## src/rtl/rtc_bcd_pkg.sv

```systemverilog
package rtc_bcd_pkg;

    localparam int NUM_FIELDS = 6;
    localparam int NUM_EVENTS = 4;

    localparam int FI_SEC  = 0;
    localparam int FI_MIN  = 1;
    localparam int FI_HOUR = 2;
    localparam int FI_DAY  = 3;
    localparam int FI_MON  = 4;
    localparam int FI_YEAR = 5;

    localparam int CB_RUN    = 0;
    localparam int CB_H12    = 3;
    localparam int CB_SNAP   = 6;
    localparam int CB_SHADOW = 7;
    localparam int SB_RUN    = 1;

    typedef logic [7:0] bcd_t;

    typedef enum logic {ST_HALTED, ST_RUNNING} run_state_e;
    typedef enum logic {SN_IDLE, SN_ARMED} snap_state_e;

    function automatic logic [3:0] nib_sat(input logic [3:0] n);
        return (n > 4'd9) ? 4'd9 : n;
    endfunction

    function automatic logic [7:0] bcd_to_bin(input bcd_t v);
        logic [7:0] t, o;
        t = {4'd0, v[7:4]};
        o = {4'd0, v[3:0]};
        return t * 8'd10 + o;
    endfunction

    function automatic bcd_t bin_to_bcd(input logic [7:0] b);
        logic [7:0] t, o;
        t = b / 8'd10;
        o = b % 8'd10;
        return {t[3:0], o[3:0]};
    endfunction

    function automatic bcd_t bcd_inc(input bcd_t v);
        if (v[3:0] >= 4'd9) return {v[7:4] + 4'd1, 4'd0};
        else                return {v[7:4], v[3:0] + 4'd1};
    endfunction

    function automatic logic [7:0] field_min(input logic [2:0] idx);
        case (idx)
            3'd3, 3'd4: return 8'd1;
            default:    return 8'd0;
        endcase
    endfunction

    function automatic logic [7:0] field_max(input logic [2:0] idx);
        case (idx)
            3'd0, 3'd1: return 8'd59;
            3'd2:       return 8'd23;
            3'd3:       return 8'd31;
            3'd4:       return 8'd12;
            default:    return 8'd99;
        endcase
    endfunction

    function automatic bcd_t field_clamp(input logic [2:0] idx, input bcd_t v);
        logic [7:0] b;
        b = bcd_to_bin({nib_sat(v[7:4]), nib_sat(v[3:0])});
        if (b < field_min(idx))      b = field_min(idx);
        else if (b > field_max(idx)) b = field_max(idx);
        return bin_to_bcd(b);
    endfunction

    function automatic bcd_t month_len(input bcd_t mon, input bcd_t yr);
        logic [7:0] yb;
        yb = bcd_to_bin(yr);
        case (mon)
            8'h02:                      return (yb[1:0] == 2'd0) ? 8'h29 : 8'h28;
            8'h04, 8'h06, 8'h09, 8'h11: return 8'h30;
            default:                    return 8'h31;
        endcase
    endfunction

    function automatic bcd_t hour_to_12(input bcd_t h24);
        logic [7:0] b, r;
        logic       pm;
        bcd_t       y;
        b  = bcd_to_bin(h24);
        pm = (b >= 8'd12);
        r  = pm ? b - 8'd12 : b;
        if (r == 8'd0) r = 8'd12;
        y = bin_to_bcd(r);
        return {pm, 2'b00, y[4:0]};
    endfunction

    function automatic bcd_t hour_from_12(input bcd_t v);
        logic [7:0] b, r;
        b = bcd_to_bin({1'b0, v[6:4], nib_sat(v[3:0])});
        if (b < 8'd1)       b = 8'd1;
        else if (b > 8'd12) b = 8'd12;
        r = (b == 8'd12) ? 8'd0 : b;
        if (v[7]) r = r + 8'd12;
        return bin_to_bcd(r);
    endfunction

endpackage

```

## src/rtl/rtc_ctrl_fsm.sv

```systemverilog
module rtc_ctrl_fsm
    import rtc_bcd_pkg::*;
(
    input  logic clk,
    input  logic rst_n,
    input  logic ctrl_wr,
    input  logic req_run,
    input  logic req_snap,
    output logic running,
    output logic snap_armed,
    output logic capture
);

    run_state_e  run_q, run_d;
    snap_state_e snap_q, snap_d;

    always_ff @(posedge clk or negedge rst_n) begin
        if (!rst_n) begin
            run_q  <= ST_HALTED;
            snap_q <= SN_IDLE;
        end else begin
            run_q  <= run_d;
            snap_q <= snap_d;
        end
    end

    always_comb begin
        run_d  = run_q;
        snap_d = snap_q;
        unique case (run_q)
            ST_HALTED:  if (ctrl_wr && req_run)  run_d = ST_RUNNING;  // GO
            ST_RUNNING: if (ctrl_wr && !req_run) run_d = ST_HALTED;   // STOP
        endcase
        unique case (snap_q)
            SN_IDLE:  if (ctrl_wr && req_snap)  snap_d = SN_ARMED;    // ARM
            SN_ARMED: if (ctrl_wr && !req_snap) snap_d = SN_IDLE;     // DISARM
        endcase
    end

    always_comb begin
        running    = (run_q == ST_RUNNING);
        snap_armed = (snap_q == SN_ARMED);
        capture    = (snap_q == SN_IDLE) && ctrl_wr && req_snap;
    end

endmodule

```

## src/rtl/rtc_counter_chain.sv

```systemverilog
module rtc_counter_chain
    import rtc_bcd_pkg::*;
#(
    parameter int NF = NUM_FIELDS,
    parameter int NE = NUM_EVENTS
) (
    input  logic                clk,
    input  logic                rst_n,
    input  logic                step,
    input  logic [NF-1:0]       load_en,
    input  bcd_t                load_val,
    output logic [NF-1:0][7:0]  flds,
    output logic [NE-1:0]       ev
);

    bcd_t        fld_q [NF];
    logic [NF-1:0] carry;

    assign carry[0] = step;

    for (genvar i = 0; i < NF; i++) begin : g_fld
        bcd_t lim;
        logic wrap;
        if (i == FI_DAY) begin : g_dyn
            assign lim = month_len(fld_q[FI_MON], fld_q[FI_YEAR]);
        end else begin : g_fix
            assign lim = bin_to_bcd(field_max(3'(i)));
        end
        assign wrap = (fld_q[i] >= lim);
        if (i < NF - 1) begin : g_cy
            assign carry[i+1] = carry[i] && wrap;
        end

        always_ff @(posedge clk or negedge rst_n) begin
            if (!rst_n)          fld_q[i] <= field_min(3'(i));
            else if (load_en[i]) fld_q[i] <= load_val;
            else if (carry[i])   fld_q[i] <= wrap ? field_min(3'(i)) : bcd_inc(fld_q[i]);
        end
        assign flds[i] = fld_q[i];
    end

    always_ff @(posedge clk or negedge rst_n) begin
        if (!rst_n) ev <= '0;
        else        ev <= carry[NE-1:0];
    end

endmodule

```

## src/rtl/rtc_bcd_core.sv

```systemverilog
module rtc_bcd_core
    import rtc_bcd_pkg::*;
#(
    parameter int ADDR_W   = 4,
    parameter int CTRL_OFS = 7,
    parameter int STAT_OFS = 8
) (
    input  logic              clk,
    input  logic              rst_n,
    input  logic              tick_1hz,
    input  logic              wr_en,
    input  logic [ADDR_W-1:0] addr,
    input  logic [7:0]        wdata,
    output logic [7:0]        rdata,
    output logic [3:0]        ev_pulse
);

    localparam int NF = NUM_FIELDS;

    logic [NF-1:0][7:0] live_flds;
    bcd_t               shadow_q [NF];
    logic [NF-1:0]      load_en;
    bcd_t               load_val;
    logic               running, snap_armed, capture, ctrl_wr;
    logic               h12_q, shsel_q;

    assign ctrl_wr = wr_en && (addr == ADDR_W'(CTRL_OFS));

    rtc_ctrl_fsm u_fsm (
        .clk        (clk),
        .rst_n      (rst_n),
        .ctrl_wr    (ctrl_wr),
        .req_run    (wdata[CB_RUN]),
        .req_snap   (wdata[CB_SNAP]),
        .running    (running),
        .snap_armed (snap_armed),
        .capture    (capture)
    );

    always_comb begin
        for (int i = 0; i < NF; i++)
            load_en[i] = wr_en && !running && (addr == ADDR_W'(i));
        if ((addr == ADDR_W'(FI_HOUR)) && h12_q) load_val = hour_from_12(wdata);
        else                                    load_val = field_clamp(addr[2:0], wdata);
    end

    rtc_counter_chain #(.NF(NF), .NE(NUM_EVENTS)) u_chain (
        .clk      (clk),
        .rst_n    (rst_n),
        .step     (tick_1hz && running),
        .load_en  (load_en),
        .load_val (load_val),
        .flds     (live_flds),
        .ev       (ev_pulse)
    );

    always_ff @(posedge clk or negedge rst_n) begin
        if (!rst_n) begin
            h12_q   <= 1'b0;
            shsel_q <= 1'b0;
        end else if (ctrl_wr) begin
            h12_q   <= wdata[CB_H12];
            shsel_q <= wdata[CB_SHADOW];
        end
    end

    for (genvar i = 0; i < NF; i++) begin : g_shadow
        always_ff @(posedge clk or negedge rst_n) begin
            if (!rst_n)       shadow_q[i] <= field_min(3'(i));
            else if (capture) shadow_q[i] <= live_flds[i];
        end
    end

    always_comb begin
        bcd_t src;
        src   = 8'h00;
        rdata = 8'h00;
        for (int i = 0; i < NF; i++)
            if (addr == ADDR_W'(i)) src = shsel_q ? shadow_q[i] : live_flds[i];
        if (addr < ADDR_W'(NF)) begin
            rdata = ((addr == ADDR_W'(FI_HOUR)) && h12_q) ? hour_to_12(src) : src;
        end else if (addr == ADDR_W'(CTRL_OFS)) begin
            rdata[CB_RUN]    = running;
            rdata[CB_H12]    = h12_q;
            rdata[CB_SNAP]   = snap_armed;
            rdata[CB_SHADOW] = shsel_q;
        end else if (addr == ADDR_W'(STAT_OFS)) begin
            rdata[SB_RUN] = running;
        end
    end

endmodule

```

## config.mk

```make
export PLATFORM = sky130hd
export DESIGN_NAME = rtc_bcd_core
export DESIGN_NICKNAME = d
export VERILOG_FILES = /design/src/rtl/rtc_bcd_pkg.sv /design/src/rtl/rtc_ctrl_fsm.sv /design/src/rtl/rtc_counter_chain.sv /design/src/rtl/rtc_bcd_core.sv
export SDC_FILE = /design/constraint.sdc
export NUM_CORES = 1
export LEC_CHECK = 0
export BUFFER_PORTS_ARGS = -buffer_cell sky130_fd_sc_hd__buf_2
export CAP_MARGIN = 40
export CORE_MARGIN = 8
export CORE_UTILIZATION = 35
export CTS_CLUSTER_SIZE = 12
export DETAILED_ROUTE_END_ITERATION = 12
export MAX_ROUTING_LAYER = met4
export SYNTH_ARGS = -nofsm -noshare
export SYNTH_HDL_FRONTEND = slang
export SYNTH_SLANG_ARGS = --single-unit
```

## constraint.sdc

```tcl
create_clock -name clk -period 21.3 [get_ports clk]
set_input_delay 1.065 -clock clk [delete_from_list [all_inputs] [get_ports clk]]
set_output_delay 1.065 -clock clk [all_outputs]
set_load 0.02 [all_outputs]
```

==> impl_metrics.tcl, run 1 <==
set metrics [dict create \
    outcome "completed" \
    nets 1142 \
    yosysWarnings 0 \
    synth.avg_cell_area_um2 8.66 \
    clock_skew_ps 11.2 \
    p_leak_nw 4.29 \
    final_cells 1394 \
    ys_types 94 \
    placed_cells 1375 \
    p_total_mw 1.28 \
    wire_per_inst_um 18.0 \
    synth_edf_count 0 \
    die_h_um 177 \
    cts_setup_buffers 0 \
    grt_use_total 0.165 \
    drv_cap 0 \
    die-width_um 177 \
    synthFlopType "dfrtp_1" \
    num_vias 8072 \
    cts_buffers 9 \
    clk_pin_slew_ps 70 \
    setup_viol 0 \
    first_global_vias 7630 \
    antenna_found_initial 1 \
    worst_slew_pin_slew_ps 883 \
    drcViolationCount 0 \
    synth_top_area_cell "dfrtp_1" \
    synth_nets 1133 \
    ctsRootBufferMaster "clkbuf_16" \
    period_share 0.521 \
    hold_buffers 0 \
    worstSetupPathType "register to output pin" \
    rows 59 \
    dieArea_um2 31200 \
    finalWirelength_um 25100 \
    maxSlewViolCount 0 \
    hold_violations 0 \
    cp.arrival_ps 10040 \
    seq_area_frac_synth 0.288 \
    postSynth.asyncResetShare 1.00 \
    cp_slowest_cell "a2111oi_0" \
    grt_max_degree 68 \
    critPathLaunchType "register" \
    drive_gt1_frac 0.124 \
    initial_core_util 0.352 \
    power_density_nw_per_um2 130 \
    syn_inst 1044 \
    via_per_inst 5.79 \
    post_cts_resized 0 \
    fin_setup_tns_ps 0 \
    path_max_fanout 44 \
    place_hpwl_um 19000 \
    io_pins 28 \
    period_needed_ps 11110 \
    cts_tree "built" \
    clock-sinks 104 \
    utilization 0.383 \
    critPathRequiredTime_ps 20240 \
    yosysTopAreaCellShare 0.277 \
    area_delta_synth_final_pct 8.72 \
    core_um2 25700 \
    cts_max_level 3 \
    ys_seq_elements 104 \
    drtIter0Drc 568 \
    port_buffers 27 \
    grt_pass1_wl_um 41000 \
    gp_congestion 0.889 \
    gr-total-overflow 0 \
    first_pass_iters 7 \
    slew_headroom 0.408 \
    fmax_mhz 90.0 \
    clock_latency_ps 350 \
    synth_area_leaders "dfrtp_1 28%, ha_1 9.4%, o21ai_0 4.9%" \
    rsz0062_at_grt "false" \
    hold_class "register to register" \
    slowest_delay_ps 770 \
    cp-end-kind "output pin" \
    ir_drop_v 0.000105 \
    synthesis.area_um2 9040 \
    ant_nets 0 \
    clock_path_buffers 2 \
]
## cell families after synthesis
group | synth area share
DFF | 0.288
xor gates and xnor gates | 0.0212
muxes | 0.108
adders and majority gates | 0.107
buffers and inverters | 0.0457
and+or+nand+nor | 0.178
AOI/OAI and AO/OA | 0.252
## sequential cells by signal (all words and copies together) (netlist names), named ones only
register / flops
shadow_q: 48
u_chain.flds: 48
u_chain.ev: 4
h12_q: 1
shsel_q: 1
## cell usage in the layout (no fill, tap or decap), types with 9 or more instances in the layout
cell       netlist  layout
nor2_1          81      81
a22oi_1          9       9
o21ai_0         88      87
o221ai_1        14      14
nor3_1          31      31
ha_1            68      68
buf_4            1      12
a31oi_1          9       9
buf_2            8      28
clkbuf_16        0       9
a21oi_1         55      55
dfrtp_1        100      99
nor2b_1         13      13
o21a_1          17      17
inv_1           56      56
xnor2_1         14      14
mux2_2          37      37
and3_1          11      11
o211ai_1         9       9
a211oi_1         9       9
o22ai_1         16      16
nand4_1          9       9
nand2_1         88      88
nand2b_1        10      10
nand3_1         25      25
mux2i_1         40      40
## through the flow
| stage | hold WS, ps | worst slack [ps] | cell area (um^2) |
|---|---|---|---|
| after floorplan | 445 | 10800 | 9040 |
| after global placement | 462 | 10340 | 9430 |
| after detailed placement | 470 | 10200 | 9530 |
| after CTS | 484 | 10170 | 9810 |
| after global routing | 503 | 9610 | 9830 |
| final | 483 | 10190 | 9830 |
## cells in the mapped netlist, drive strengths merged, types with 25 or more instances
master / n
dfrtp: 100
o21ai: 96
nand2: 89
nor2: 83
ha: 68
inv: 56
a21oi: 55
mux2i: 41
mux2: 38
nor3: 31
clkbuf: 29
nand3: 25
## worst paths after layout
path,start,to,slack [ps],cells after the start
min,shadow_q[23]$_DFFE_PN0P_,shadow_q[23]$_DFFE_PN0P_,480,2
max reg2reg,u_chain.flds[32]$_DFFE_PN1P_,u_chain.flds[38]$_DFFE_PN0P_,16990,17
max in group asynchronous,rst_n,shsel_q$_DFFE_PN0P_,19710,3
min reg2reg,shadow_q[23]$_DFFE_PN0P_,shadow_q[23]$_DFFE_PN0P_,480,2
min in group asynchronous,rst_n,u_chain.flds[33]$_DFFE_PN0P_,680,1
max,shsel_q$_DFFE_PN0P_,rdata[2],10190,38
## report_power, final
group,leakage [nW],switching (mW),total [mW],internal (mW)
Sequential,1.33,0.0729,0.331,0.259
Combinational,2.83,0.478,0.787,0.309
Clock,0.134,0.0793,0.163,0.0838
## worst max-delay path, delay by kind of cell (launching register included)
family	cells	cell delay, ps
AO/OA/AOI/OAI	12	3180
AND/OR/NAND/NOR	10	2100
adder cells (fa/ha/maj)	6	1690
buffers and inverters	7	1360
multiplexers	2	850
flip-flops	1	340
XOR/XNOR	1	150
## per-layer routing
metal | vias up | global-route usage | share of wire
li1 | 3927 | - | -
met1 | 3925 | 0.233 | 0.50
met2 | 189 | 0.245 | 0.44
met3 | 31 | 0.0224 | 0.042
met4 | 0 | 0.0406 | 0.016
met5 | - | - | 0
## final cells by class
| class | count | area [um^2] |
|---|---|---|
| Tap cell | 335 | 419 |
| Sequential cell | 104 | 2610 |
| Timing Repair Buffer | 44 | 279 |
| Fill cell | 2617 | 15900 |
| Antenna cell | 1 | 2.50 |
| Clock buffer | 11 | 243 |
| Multi-Input combinational cell | 838 | 6030 |
| Inverter | 56 | 210 |
| Clock inverter | 5 | 40.0 |
Note: power is estimated with default switching activity, not from simulation.
==> run 2: changes to the inputs <==
Clock period 21.3 ns to 11.54 ns, I/O delays scaled along.
==> run 2 against run 1 <==
Combinational power grew 83%. Critical path depth shrank 1. Sequential power grew 89%. Largest power group unchanged. Global-route usage grew 0.052 points. Total power grew 86%. Setup slack lost 8900 ps. Wire length is essentially flat. Core utilization is essentially flat. Die area is the same.
==> impl_metrics.tcl, run 2 (synthesis results as in run 1) <==
set metrics [dict create \
    grt_max_degree 68 \
    first_global_vias 7598 \
    finalWirelength_um 25100 \
    hold_class "input port to async pin" \
    setup_viol 0 \
    final_common_cell "dfrtp_1" \
    rows 59 \
    drtIter0Drc 737 \
    multi_input_area_um2 6030 \
    wire_per_inst_um 18.0 \
    path_max_fanout 18 \
    p_leak_nw 4.30 \
    clk_pin_slew_ps 70 \
    clock_skew_ps 5.65 \
    port_buffers 27 \
    initial_core_util 0.352 \
    cp-end-kind "output pin" \
    grt_pass1_wl_um 40800 \
    post_cts_resized 0 \
    maxSlewViolCount 0 \
    via_per_inst 5.79 \
    slowest_delay_ps 720 \
    num_vias 8066 \
    outcome "completed" \
    gr-total-overflow 0 \
    first_pass_iters 7 \
    dieArea_um2 31200 \
    area_delta_synth_final_pct 8.83 \
    ant_nets 0 \
    final_cell_area_um2 9840 \
    clock_path_buffers 2 \
    gp_congestion 0.856 \
    place_hpwl_um 18900 \
    cp_slowest_cell "dfrtp_2" \
    die_h_um 177 \
    cts_max_level 3 \
    drcViolationCount 0 \
    die-width_um 177 \
    fill_cells 2654 \
    clock-sinks 104 \
    cts_tree "built" \
    critPathRequiredTime_ps 10960 \
    ir_drop_v 0.000181 \
    fmax_mhz 97.6 \
    drv_cap 0 \
    worstSetupPathType "register to output pin" \
    io_pins 28 \
    rsz0062_at_grt "false" \
    fin_setup_tns_ps 0 \
    mostFrequentLayoutCells "99 x dfrtp_1, 88 x nand2_1, 87 x o21ai_0" \
    ctsRootBufferMaster "clkbuf_16" \
    slew_headroom 0.374 \
    period_share 0.888 \
    grt_use_total 0.166 \
    antenna_found_initial 0 \
    regArea_um2 2610 \
    cts_setup_buffers 0 \
    n_antenna_cell 0 \
    core_um2 25700 \
    cp.arrival_ps 9670 \
    period_needed_ps 10250 \
    power_density_nw_per_um2 242 \
    critPathLaunchType "register" \
    clock_latency_ps 360 \
    hold_violations 0 \
    nets 1143 \
    hold_buffers 0 \
    drive_gt1_frac 0.125 \
    cts_buffers 9 \
    dpl-instance-area_um2 9540 \
    worst_slew_pin_slew_ps 934 \
]
## run 2: cell types whose count changed in the layout (fill, tap and decap cells not counted)
cell / delta
buf_1: +1
buf_4: +1
clkbuf_8: +3
clkinvlp_4: -1
diode_2: -1
dlymetal6s2s_1: -1
inv_6: -1
inv_8: -1
## run 2: per-layer routing
layer  GRT usage  vias up  wire [um]
li1            -     3914          -
met3      0.0205       30       1140
met1       0.229     3931      12300
met2       0.246      191      11100
met5           -        -          0
met4      0.0557        0        524
## run 2: path summary, 6_finish.rpt
kind | from | endpoint | slack, ps | cells after the start
min in group clk | shadow_q[41]$_DFFE_PN0P_ | shadow_q[41]$_DFFE_PN0P_ | 480 | 2
hold reg to reg | shadow_q[41]$_DFFE_PN0P_ | shadow_q[41]$_DFFE_PN0P_ | 480 | 2
hold / removal | rst_n | u_chain.flds[39]$_DFFE_PN0P_ | 270 | 1
max in group asynchronous | rst_n | shsel_q$_DFFE_PN0P_ | 10070 | 2
setup reg to reg | u_chain.flds[32]$_DFFE_PN1P_ | u_chain.flds[38]$_DFFE_PN0P_ | 7250 | 17
setup / recovery | shsel_q$_DFFE_PN0P_ | rdata[2] | 1290 | 37
## run 2: area by class of cell
| type | count | share of cell area |
|---|---|---|
| multi-input cells | 838 | 0.613 |
| flip-flops and latches | 104 | 0.265 |
| well taps | 335 | 0.0426 |
| clock buffers | 14 | 0.0289 |
| repair buffers | 45 | 0.0282 |
| inverters | 56 | 0.0214 |
| clock inverters | 2 | 0.00127 |
## run 2: power by group
group          switching (mW)  internal [mW]
Sequential              0.147          0.477
Clock                   0.144          0.170
Combinational           0.874          0.571
## run 2: critical path, delay by kind of cell, from the launching register on
| kind | cells | cell delay [ps] |
|---|---|---|
| buffers and inverters | 7 | 1080 |
| XOR/XNOR | 1 | 140 |
| multiplexers | 2 | 560 |
| AND/OR/NAND/NOR | 9 | 2010 |
| flip-flops | 1 | 720 |
| adder cells (fa/ha/maj) | 6 | 1780 |
| AO/OA/AOI/OAI | 12 | 3030 |
## run 2: stage by stage
step | setup slack (ps) | util | power [mW] | instances | hold slack, ps
global placement | 1270 | 0.367 | 2.00 | 1365 | 462
global route | 693 | 0.383 | 2.58 | 1394 | 344
finish | 1290 | 0.383 | 2.38 | 1394 | 271
CTS | 1310 | 0.383 | 2.37 | 1393 | 297
detailed placement | 1500 | 0.371 | 2.05 | 1377 | 469
floorplan | 2010 | - | 1.65 | 1044 | 281
==> run 3: changes to the inputs <==
Settings changed: PLACE_DENSITY from default to 0.52.
==> run 3 against run 2 <==
Design area is essentially flat. Sequential power is essentially flat. Clock-buffer cell count shrank 5. Critical path depth is the same. Clock skew grew 4.4 ps.
==> impl_metrics.tcl, run 3 (synthesis results as in run 1) <==
set metrics [dict create \
    outcome "completed" \
    cp_slowest_cell "dfrtp_2" \
    period_share 0.918 \
    antenna_found_initial 1 \
    wire_per_inst_um 18.8 \
    first_pass_iters 5 \
    period_needed_ps 10590 \
    ant_nets 0 \
    hold_violations 0 \
    switchingPower_mw 1.18 \
    gp_congestion 0.870 \
    cp-end-kind "output pin" \
    cts_tree "built" \
    clock_latency_ps 360 \
    die_h_um 177 \
    p_leak_nw 4.30 \
    routed-wl-met2_um 11800 \
    cts_buffers 9 \
    drcViolationCount 0 \
    drive_gt1_frac 0.125 \
    path_max_fanout 29 \
    place_hpwl_um 19700 \
    drtIter0Drc 626 \
    setup_viol 0 \
    clock-sinks 104 \
    via_per_inst 5.78 \
    core_um2 25700 \
    dieArea_um2 31200 \
    final_cells 1393 \
    grt_max_degree 68 \
    post-place-ws_ps 1330 \
    critPathRequiredTime_ps 10960 \
    hold_class "input port to async pin" \
    combPwrFrac 0.604 \
    hold_buffers 0 \
    clock_skew_ps 10.1 \
    placed_cells 1375 \
    worstSetupPathType "register to output pin" \
    utilization 0.383 \
    sw_frac_of_total 0.493 \
    power_density_nw_per_um2 244 \
    area_delta_synth_final_pct 8.82 \
    worst_slack_ps 948 \
    dr_wl_met3_um 1050 \
    grt_use_total 0.174 \
    fmax_mhz 94.4 \
    clock_path_buffers 2 \
    io_pins 28 \
    p_seq_frac 0.262 \
    cts_setup_buffers 0 \
    final_common_cell "dfrtp_1" \
    finalWirelength_um 26200 \
    slew_headroom 0.374 \
    initial_core_util 0.352 \
    nets 1141 \
    post_cts_resized 0 \
    num_vias 8049 \
    slowest_delay_ps 930 \
    worst_slew_pin_slew_ps 915 \
    cp.arrival_ps 10020 \
    rows 59 \
    rsz0062_at_grt "false" \
    drv_cap 0 \
    ir_drop_v 0.000182 \
    mostFrequentLayoutCells "99 x dfrtp_1, 88 x nand2_1, 87 x o21ai_0" \
    highest_layer "met4" \
    clkPwrFrac 0.134 \
    die-width_um 177 \
    clk_pin_slew_ps 80 \
    cellInternalPower_mw 1.22 \
    maxSlewViolCount 0 \
    port_buffers 27 \
    fin_setup_tns_ps 0 \
    grt_pass1_wl_um 42700 \
    cts_max_level 3 \
    gr-total-overflow 0 \
    fin_hold_ws_ps 158 \
    met1_length_um 13000 \
    ctsRootBufferMaster "clkbuf_16" \
    first_global_vias 7674 \
    fill_cells 2644 \
    critPathLaunchType "register" \
]
==> run 3: worst paths after layout <==
kind                       depth (start not counted)                         start  slack (ps)                           end
max                                               37           shsel_q$_DFFE_PN0P_         950                      rdata[2]
min                                                1                         rst_n         160   u_chain.flds[4]$_DFFE_PN0P_
max reg2reg                                       17  u_chain.flds[32]$_DFFE_PN1P_        7250  u_chain.flds[38]$_DFFE_PN0P_
min reg2reg                                        2      shadow_q[28]$_DFFE_PN0P_         480      shadow_q[28]$_DFFE_PN0P_
max in group asynchronous                          3                         rst_n       10400  u_chain.flds[32]$_DFFE_PN1P_
min in group clk                                   2      shadow_q[28]$_DFFE_PN0P_         480      shadow_q[28]$_DFFE_PN0P_
==> run 3: final cells by class <==
class / instances / area [um^2] / share of cell area
antenna: 1 / 2.50 / 0.000254
clock buffer: 9 / 225 / 0.0229
clock inverter: 7 / 78.8 / 0.00801
inverter: 56 / 210 / 0.0214
multi-input combinational: 838 / 6030 / 0.613
sequential: 104 / 2610 / 0.265
tap: 335 / 419 / 0.0426
timing repair buffer: 43 / 267 / 0.0271
==> run 3: routing by layer <==
| layer | global-route usage | up-vias |
|---|---|---|
| li1 | - | 3905 |
| met1 | 0.245 | 3961 |
| met2 | 0.265 | 165 |
| met3 | 0.0188 | 18 |
| met4 | 0.0378 | 0 |
| met5 | - | - |
==> run 3: power by group through the flow <==
stage / Clock (mW) / Sequential (mW) / Combinational, mW
after global placement: 0 / 0.633 / 1.41
after global routing: 0.347 / 0.650 / 1.61
after floorplan: 0 / 0.568 / 1.08
final: 0.322 / 0.627 / 1.45
after detailed placement: 0 / 0.633 / 1.43
after CTS: 0.330 / 0.626 / 1.44
==> run 3: per-stage QoR <==
step	total power, mW	cell area [um^2]
6_report	2.40	9840
5_1_grt	2.60	9840
4_1_cts	2.40	9830
3_5_place_dp	2.07	9530
3_3_place_gp	2.05	9440
2_1_floorplan	1.65	9040
==> run 3: critical path: cells and delay by family (launching register included) <==
family	cells	cell delay [ps]
DFF	1	930
and+or+nand+nor	9	2000
adders and majority gates	6	1780
AOI/OAI and AO/OA	12	2970
muxes	2	560
xor gates and xnor gates	1	140
buffers and inverters	7	1260
